**config.mk**
```make
export PLATFORM = sky130hd
export DESIGN_NAME = wprot_regs
export DESIGN_NICKNAME = d
export VERILOG_FILES = /design/src/rtl/wprot_pkg.sv /design/src/rtl/wprot_regs.sv
export SDC_FILE = /design/constraint.sdc
export NUM_CORES = 1
export LEC_CHECK = 0
export ABC_AREA = 1
export BUFFER_PORTS_ARGS = -buffer_cell sky130_fd_sc_hd__buf_4
export CORE_MARGIN = 5
export CORE_UTILIZATION = 49
export CTS_CLUSTER_DIAMETER = 100
export CTS_CLUSTER_SIZE = 8
export DETAILED_ROUTE_END_ITERATION = 16
export PLACE_DENSITY = 0.81
export SYNTH_ARGS = -nofsm -noshare
export SYNTH_HDL_FRONTEND = slang
export SYNTH_SLANG_ARGS = --single-unit
```
**constraint.sdc**
```tcl
create_clock -name clk -period 0.9 [get_ports clk]
set_input_delay 0.045 -clock clk [delete_from_list [all_inputs] [get_ports clk]]
set_output_delay 0.045 -clock clk [all_outputs]
set_load 0.02 [all_outputs]
```
**src/rtl/wprot_pkg.sv**
```systemverilog
package wprot_pkg;

    typedef enum logic [1:0] {
        FT_NONE    = 2'd0,
        FT_SEG_HIT = 2'd1,
        FT_NO_SEG  = 2'd2
    } flt_type_e;

    localparam int EN_W         = 2;
    localparam int SPACE_USER_D = 'hA;
    localparam int SPACE_SUPV_D = 'hB;
    localparam logic [1:0] SZ_DOUBLE = 2'd3;

endpackage

```
**src/rtl/wprot_regs.sv**
```systemverilog
module wprot_regs
    import wprot_pkg::*;
#(
    parameter int NSEG    = 2,
    parameter int WADDR_W = 23,
    parameter int DATA_W  = 32,
    parameter int SEL_W   = 2
) (
    input  logic                               clk,
    input  logic                               rst_n,
    input  logic                               reg_we,
    input  logic [SEL_W-1:0]                   reg_sel,
    input  logic [DATA_W-1:0]                  reg_wdata,
    output logic [DATA_W-1:0]                  reg_rdata,
    output logic                               reg_perr,
    output logic [NSEG-1:0][WADDR_W-1:0]       seg_start,
    output logic [NSEG-1:0][WADDR_W-1:0]       seg_end,
    output logic [NSEG-1:0][EN_W-1:0]          seg_en,
    output logic                               any_en
);

    localparam int IDX_W    = SEL_W - 1;
    localparam int START_HI = WADDR_W + EN_W;

    typedef struct packed {
        logic [NSEG-1:0][WADDR_W-1:0] start;
        logic [NSEG-1:0][WADDR_W-1:0] stop;
        logic [NSEG-1:0][EN_W-1:0]    en;
        logic                         perr;
    } regs_t;

    regs_t st_d, st_q;
    logic [IDX_W-1:0] idx;

    assign idx = reg_sel[SEL_W-1:1];

    always_comb begin
        st_d      = st_q;
        st_d.perr = 1'b0;
        if (reg_we && (int'(idx) < NSEG)) begin
            if (!reg_sel[0]) begin
                st_d.start[idx] = reg_wdata[WADDR_W-1:0];
                st_d.en[idx]    = reg_wdata[WADDR_W +: EN_W];
                st_d.perr       = |reg_wdata[DATA_W-1:START_HI];
            end else begin
                st_d.stop[idx]  = reg_wdata[WADDR_W-1:0];
                st_d.perr       = |reg_wdata[DATA_W-1:WADDR_W];
            end
        end
    end

    always_ff @(posedge clk or negedge rst_n) begin
        if (!rst_n) st_q <= '0;
        else        st_q <= st_d;
    end

    always_comb begin
        reg_rdata = '0;
        if (int'(idx) < NSEG) begin
            if (!reg_sel[0]) begin
                reg_rdata[WADDR_W-1:0]     = st_q.start[idx];
                reg_rdata[WADDR_W +: EN_W] = st_q.en[idx];
            end else begin
                reg_rdata[WADDR_W-1:0]     = st_q.stop[idx];
            end
        end
    end

    assign seg_start = st_q.start;
    assign seg_end   = st_q.stop;
    assign seg_en    = st_q.en;
    assign any_en    = |st_q.en;
    assign reg_perr  = st_q.perr;

    // the error pulse only ever follows a register write
    p_perr_after_write_r11: assert property (@(posedge clk) disable iff (!rst_n)
        reg_perr |-> $past(reg_we));

endmodule

```
==> results.sh, run 1 <==
export IMPL_cts_path_max_buffers=2
export IMPL_buffer_ports_inserted=159
export IMPL_synthesis_area_um2=4230
export IMPL_cts_root_buf="sky130_fd_sc_hd__clkbuf_8"
export IMPL_grt_max_degree=39
export IMPL_synth_lib_cells_used_distinct=15
export IMPL_ys_seq_area_share_pct=57.4
export IMPL_critical_endpoint_after_global_route_timing_repair="reg_rdata[22]"
export IMPL_synth_area_per_cell_um2=8.54
export IMPL_fp_row_count=33
export IMPL_hpwlAfterDp_um=10100
export IMPL_synthesis_instances=495
export IMPL_status="stopped before the end"
export IMPL_numClockSinks=97
export IMPL_initial_core_util_pct=50.9
export IMPL_timing_repair_worst_endpoint_type="top-level output"
export IMPL_flow_first_error="[ERROR DPL-0038] Utilization greater than 100%, impossible to legalize"
export IMPL_place_congestion=0.833
export IMPL_ioPinCount=167
export IMPL_placed_cells=806
export IMPL_tritoncts_num_buffers=9
export IMPL_stop_stage="global routing"
export IMPL_cts_max_level=3
export IMPL_yosysWarningCount=0
export IMPL_die_width_um=103
export IMPL_dieHeight_um=103
export IMPL_ff_latch_count_synth=97
[stage by stage]
stage	setup slack [ns]	TNS [ns]	cell area, um^2
4_1_cts	-0.331	-22.00	7900
3_5_place_dp	-0.168	-11.16	6320
3_3_place_gp	-0.121	-6.97	6320
2_1_floorplan	0.0156	0	4400
[cells by family after synthesis]
logic type      share of synthesized area, %
compound gates                          20.7
simple gates                            14.5
other cells                           0.0887
flops                                   57.4
buf+inv                                 7.31
[cells in the mapped netlist]
library cell                 n  area share (%)
sky130_fd_sc_hd__buf_4      10             1.8
sky130_fd_sc_hd__buf_2      10             1.2
sky130_fd_sc_hd__dfrtp_1    97              57
sky130_fd_sc_hd__inv_2       1           0.089
sky130_fd_sc_hd__nand3_2     2            0.47
sky130_fd_sc_hd__o22ai_1    23             3.4
sky130_fd_sc_hd__nor2_1     56             5.0
sky130_fd_sc_hd__conb_1      1           0.089
sky130_fd_sc_hd__o21ai_1     1            0.12
sky130_fd_sc_hd__nand2_1    99             8.8
sky130_fd_sc_hd__nand3_1     2            0.24
sky130_fd_sc_hd__inv_1      28             2.5
sky130_fd_sc_hd__clkbuf_1   20             1.8
sky130_fd_sc_hd__a21oi_1     1            0.12
sky130_fd_sc_hd__o21ai_0   144              17
[repair_timing]
item                                    in CTS
endpoints found under the setup margin     123
setup buffers                               40
endpoints found under the hold margin      132
hold buffers                                19
pin swaps                                   32
gates resized for setup                    286
==> run 2, diff against run 1 <==
- CORE_UTILIZATION: 49 -> 35
- CTS_CLUSTER_DIAMETER: 100 -> not set
- CTS_CLUSTER_SIZE: 8 -> not set
- PLACE_DENSITY: 0.81 -> not set
- PLACE_DENSITY_LB_ADDON: not set -> 0.15
==> run 2 against run 1 <==
The flow now finishes, with violations (setup timing). Synthesized cell count stayed put. Synthesized area stayed put.
==> results.sh, run 2 <==
export IMPL_place_congestion=0.821
export IMPL_critPathArrivalTime_ns=1.17
export IMPL_cts_tree="built"
export IMPL_first_pass_grt_wire_length_um=24100
export IMPL_postLayoutCoreUtil_pct=68.7
export IMPL_status="finished, violations left"
export IMPL_vias=4590
export IMPL_drtAntennaViolNets=0
export IMPL_share_seq_of_total_power_pct=34.3
export IMPL_ioPinCount=167
export IMPL_core_area_um2=11900
export IMPL_synth_ff_type="sky130_fd_sc_hd__dfrtp_1"
export IMPL_p_int_w=0.0112
export IMPL_mostFrequentLayoutCell="sky130_fd_sc_hd__buf_6"
export IMPL_wirelength_um=15500
export IMPL_layout_cell_area_non_filler_um2=8190
export IMPL_design_power_w=0.0166
export IMPL_ff_latch_count_synth=97
export IMPL_post_route_period_util_pct=135
export IMPL_yosysWarningCount=0
export IMPL_finish_net_count=817
export IMPL_synth_lib_cells_used_distinct=15
export IMPL_drt_iter0_drc=308
export IMPL_netlist_top_cell_by_area="sky130_fd_sc_hd__dfrtp_1"
export IMPL_power_frac_clock_pct=23.0
export IMPL_cts_path_max_buffers=2
export IMPL_numClockSinks=97
export IMPL_final_setup_viol_count=123
export IMPL_ys_top_cells_by_count="144 x sky130_fd_sc_hd__o21ai_0, 99 x sky130_fd_sc_hd__nand2_1, 97 x sky130_fd_sc_hd__dfrtp_1, 56 x sky130_fd_sc_hd__nor2_1, 28 x sky130_fd_sc_hd__inv_1"
export IMPL_pwr_dens_nw_per_um2=2020
export IMPL_ys_seq_area_share_pct=57.4
export IMPL_synthesis_area_um2=4230
export IMPL_die_width_um=120
export IMPL_fp_row_count=40
export IMPL_violations_in_the_final_reports="setup timing"
export IMPL_tritoncts_num_buffers=9
export IMPL_synthesis_instances=495
export IMPL_timing_hold_worst_class="in2reg"
export IMPL_timing_final_max_slew_violations=0
export IMPL_clk_slew_on_worst_s_h_paths_ns=0.06
export IMPL_grt_max_degree=37
export IMPL_power_leakage_nw=4.03
export IMPL_worst_setup_path_type="reg2out"
export IMPL_cap_violations=0
export IMPL_post_place_ws_ns=-0.176
export IMPL_final_layout_size_suffix_gt1_share_pct=53.6
export IMPL_synth_area_per_cell_um2=8.54
export IMPL_cts_root_buf="sky130_fd_sc_hd__clkbuf_16"
export IMPL_hold_violation_count_in_the_final_report=0
export IMPL_setup_repair_after_global_routing_missed_its_margin="yes"
export IMPL_max_clock_freq_ghz=0.823
export IMPL_area_growth_syn_to_layout_pct=93.7
export IMPL_finalWorstPathRequiredPeriod_ns=1.22
export IMPL_initial_core_util_pct=35.5
export IMPL_timing_critical_path_to_type="output port"
export IMPL_dpl_cell_area_um2=6360
export IMPL_overflow_left_after_global_routing=0
export IMPL_avgViaCountPerCell=4.93
export IMPL_buffer_ports_inserted=159
export IMPL_synthMostInstantiatedCell="sky130_fd_sc_hd__o21ai_0"
export IMPL_pwr_share_comb_pct=42.7
export IMPL_wl_per_cell_um=16.6
export IMPL_clk_latency_ns=0.33
export IMPL_worst_path_max_fanout=2
export IMPL_dieHeight_um=120
export IMPL_globalRouteTotalUtil_pct=20.9
export IMPL_number_of_global_route_vias_before_repair=4711
export IMPL_synthArstFlopShare_pct=100
export IMPL_firstDrtPassIters=4
export IMPL_hpwlAfterDp_um=9910
export IMPL_clock_skew_final_ns=0
export IMPL_p_sw_w=0.00538
export IMPL_setup_worst_path_start_class="flip-flop"
export IMPL_synth_top_area_share_pct=57.4
export IMPL_drc_errors=0
export IMPL_swShare_pct=32.5
export IMPL_max_vdd_ir_drop_mv=1.15
export IMPL_antenna_found_initial=0
export IMPL_yosys_top_cells_area="sky130_fd_sc_hd__dfrtp_1 57%, sky130_fd_sc_hd__o21ai_0 17%, sky130_fd_sc_hd__nand2_1 8.8%, sky130_fd_sc_hd__nor2_1 5.0%, sky130_fd_sc_hd__o22ai_1 3.4%"
export IMPL_design_die_area_um2=14400
export IMPL_cts_max_level=3
export IMPL_worst_slack_ns=-0.315
export IMPL_ff2ff_setup_slack_ns=-0.07
export IMPL_synth_enable_flop_cells=0
export IMPL_critPathRequiredTime_ns=0.85
export IMPL_layout_common_cells="216 x sky130_fd_sc_hd__buf_6, 97 x sky130_fd_sc_hd__dfrtp_1, 94 x sky130_fd_sc_hd__nand2_1, 78 x sky130_fd_sc_hd__o21ai_0, 78 x sky130_fd_sc_hd__buf_4"
export IMPL_antennaDiodeCount=0
run 2: cell counts after synthesis:
Identical to the previous run, type by type.
run 2: final timing paths:
kind                                from            end  depth (start not counted)
setup reg to reg           seg_start[22]  seg_start[22]                          5
max in group asynchronous          rst_n    seg_end[28]                          3
setup / recovery              seg_end[3]   reg_rdata[3]                          3
hold reg to reg            seg_start[16]  seg_start[16]                          2
hold / removal             reg_wdata[16]    seg_end[39]                          3
min in group asynchronous          rst_n    seg_end[23]                          2
run 2: worst max-delay path: stages, from the launching register on:
cell,delay (ns)
sky130_fd_sc_hd__dfrtp_1,0.42
sky130_fd_sc_hd__o21ai_2,0.19
sky130_fd_sc_hd__o22ai_2,0.10
sky130_fd_sc_hd__buf_6,0.14
run 2: per-stage QoR:
stage	TNS [ns]	hold WS, ns	std cells
after global routing	-22.43	0.0138	931
after floorplan	0	-0.251	501
final	-18.21	0.00234	931
after CTS	-18.10	0.0124	912
after detailed placement	-11.48	-0.0614	853
after global placement	-8.41	-0.0584	853
run 2: logic make-up (layout without fill, tap and decap cells):
kind of cell           Yosys count  in the layout  share of synthesized area [%]
buffers and inverters           69            352                           7.31
flip-flops                      97             97                           57.4
other                            1              7                         0.0887
AO/OA/AOI/OAI                  169            169                           20.7
AND/OR/NAND/NOR                159            159                           14.5
run 2: cell type report:
type	count	area, um^2
sequential	97	2430
fill	879	3730
clock buffer	12	256
clock inverter	3	40.0
multi-input combinational	335	1910
inverter	29	109
timing repair buffer	308	3260
tap	147	184
run 2: what timing repair did:
item | in CTS | in global routing
resized for setup | 254 | 115
cloned | 0 | 0
setup endpoints to repair | 123 | 135
hold buffers | 4 | 0
hold endpoints to repair | 101 | 0
pin swaps | 57 | 23
buffers inserted | 40 | 36
run 2: power groups by stage:
stage	clock network (W)	registers, W	logic [W]
final	0.00382	0.00568	0.00707
after global routing	0.00409	0.00575	0.00751
after CTS	0.00389	0.00558	0.00657
after detailed placement	0	0.00558	0.00502
after global placement	0	0.00556	0.00497
after floorplan	0	0.00646	0.00139
run 2: layer usage:
metal / track usage, % / vias up / share of wire (%)
met4: 6.51 / 0 / 1.2
met5: 0 / - / 0
met2: 35.9 / 138 / 52
met3: 4.62 / 17 / 5.0
li1: - / 2206 / -
met1: 26.3 / 2229 / 42
No activity file was read; power rests on OpenSTA's default activity.
==> run 3, diff against run 2 <==
- CORE_UTILIZATION: 35 -> 49
- CTS_CLUSTER_DIAMETER: not set -> 50
==> run 3 against run 2 <==
The flow now stops in global routing. Synthesized area did not move. Synthesized cell count is the same.
==> results.sh, run 3 <==
export IMPL_synthMostInstantiatedCell="sky130_fd_sc_hd__o21ai_0"
export IMPL_place_congestion=0.849
export IMPL_buffer_ports_inserted=159
export IMPL_synthArstFlopShare_pct=100
export IMPL_cts_max_level=3
export IMPL_cts_root_buf="sky130_fd_sc_hd__clkbuf_8"
export IMPL_synthesis_instances=495
export IMPL_stop_stage="global routing"
export IMPL_critical_endpoint_after_global_route_timing_repair="reg_rdata[6]"
export IMPL_dpl_cell_area_um2=6250
export IMPL_synth_ff_type="sky130_fd_sc_hd__dfrtp_1"
export IMPL_grt_max_degree=33
export IMPL_synth_top_area_share_pct=57.4
export IMPL_synth_lib_cells_used_distinct=15
export IMPL_hpwlAfterDp_um=9970
export IMPL_initial_core_util_pct=50.9
export IMPL_synthesis_area_um2=4230
export IMPL_timing_repair_worst_endpoint_type="top-level output"
export IMPL_dieHeight_um=103
export IMPL_ioPinCount=167
export IMPL_post_place_ws_ns=-0.191
export IMPL_yosys_top_cells_area="sky130_fd_sc_hd__dfrtp_1 57%, sky130_fd_sc_hd__o21ai_0 17%, sky130_fd_sc_hd__nand2_1 8.8%, sky130_fd_sc_hd__nor2_1 5.0%, sky130_fd_sc_hd__o22ai_1 3.4%"
export IMPL_fp_row_count=33
export IMPL_ys_top_cells_by_count="144 x sky130_fd_sc_hd__o21ai_0, 99 x sky130_fd_sc_hd__nand2_1, 97 x sky130_fd_sc_hd__dfrtp_1, 56 x sky130_fd_sc_hd__nor2_1, 28 x sky130_fd_sc_hd__inv_1"
export IMPL_ff_latch_count_synth=97
export IMPL_synth_area_per_cell_um2=8.54
export IMPL_tritoncts_num_buffers=9
export IMPL_yosysWarningCount=0
export IMPL_synth_enable_flop_cells=0
export IMPL_netlist_top_cell_by_area="sky130_fd_sc_hd__dfrtp_1"
export IMPL_cts_path_max_buffers=2
export IMPL_die_width_um=103
export IMPL_flow_first_error="[ERROR DPL-0038] Utilization greater than 100%, impossible to legalize"
export IMPL_status="stopped before the end"
export IMPL_ys_seq_area_share_pct=57.4
export IMPL_numClockSinks=97
## run 3: cell counts after synthesis
No cell type changed its count.
## run 3: kinds of logic after synthesis
kind of cell | share of synthesized area, %
DFF | 57.4
and+or+nand+nor | 14.5
other | 0.0887
buffers and inverters | 7.31
AOI/OAI and AO/OA | 20.7
## run 3: timing repair
item	4_1_cts
hold endpoints to repair	125
hold buffers	17
pin swaps	40
setup buffers	46
setup endpoints to repair	123
gates resized for setup	280
## run 3: per-stage QoR
stage          TNS [ns]  cells  util [%]
3_3_place_gp      -4.49    806      75.4
4_1_cts          -22.16    884      94.3
3_5_place_dp      -7.74    806      75.4
2_1_floorplan         0    501         -
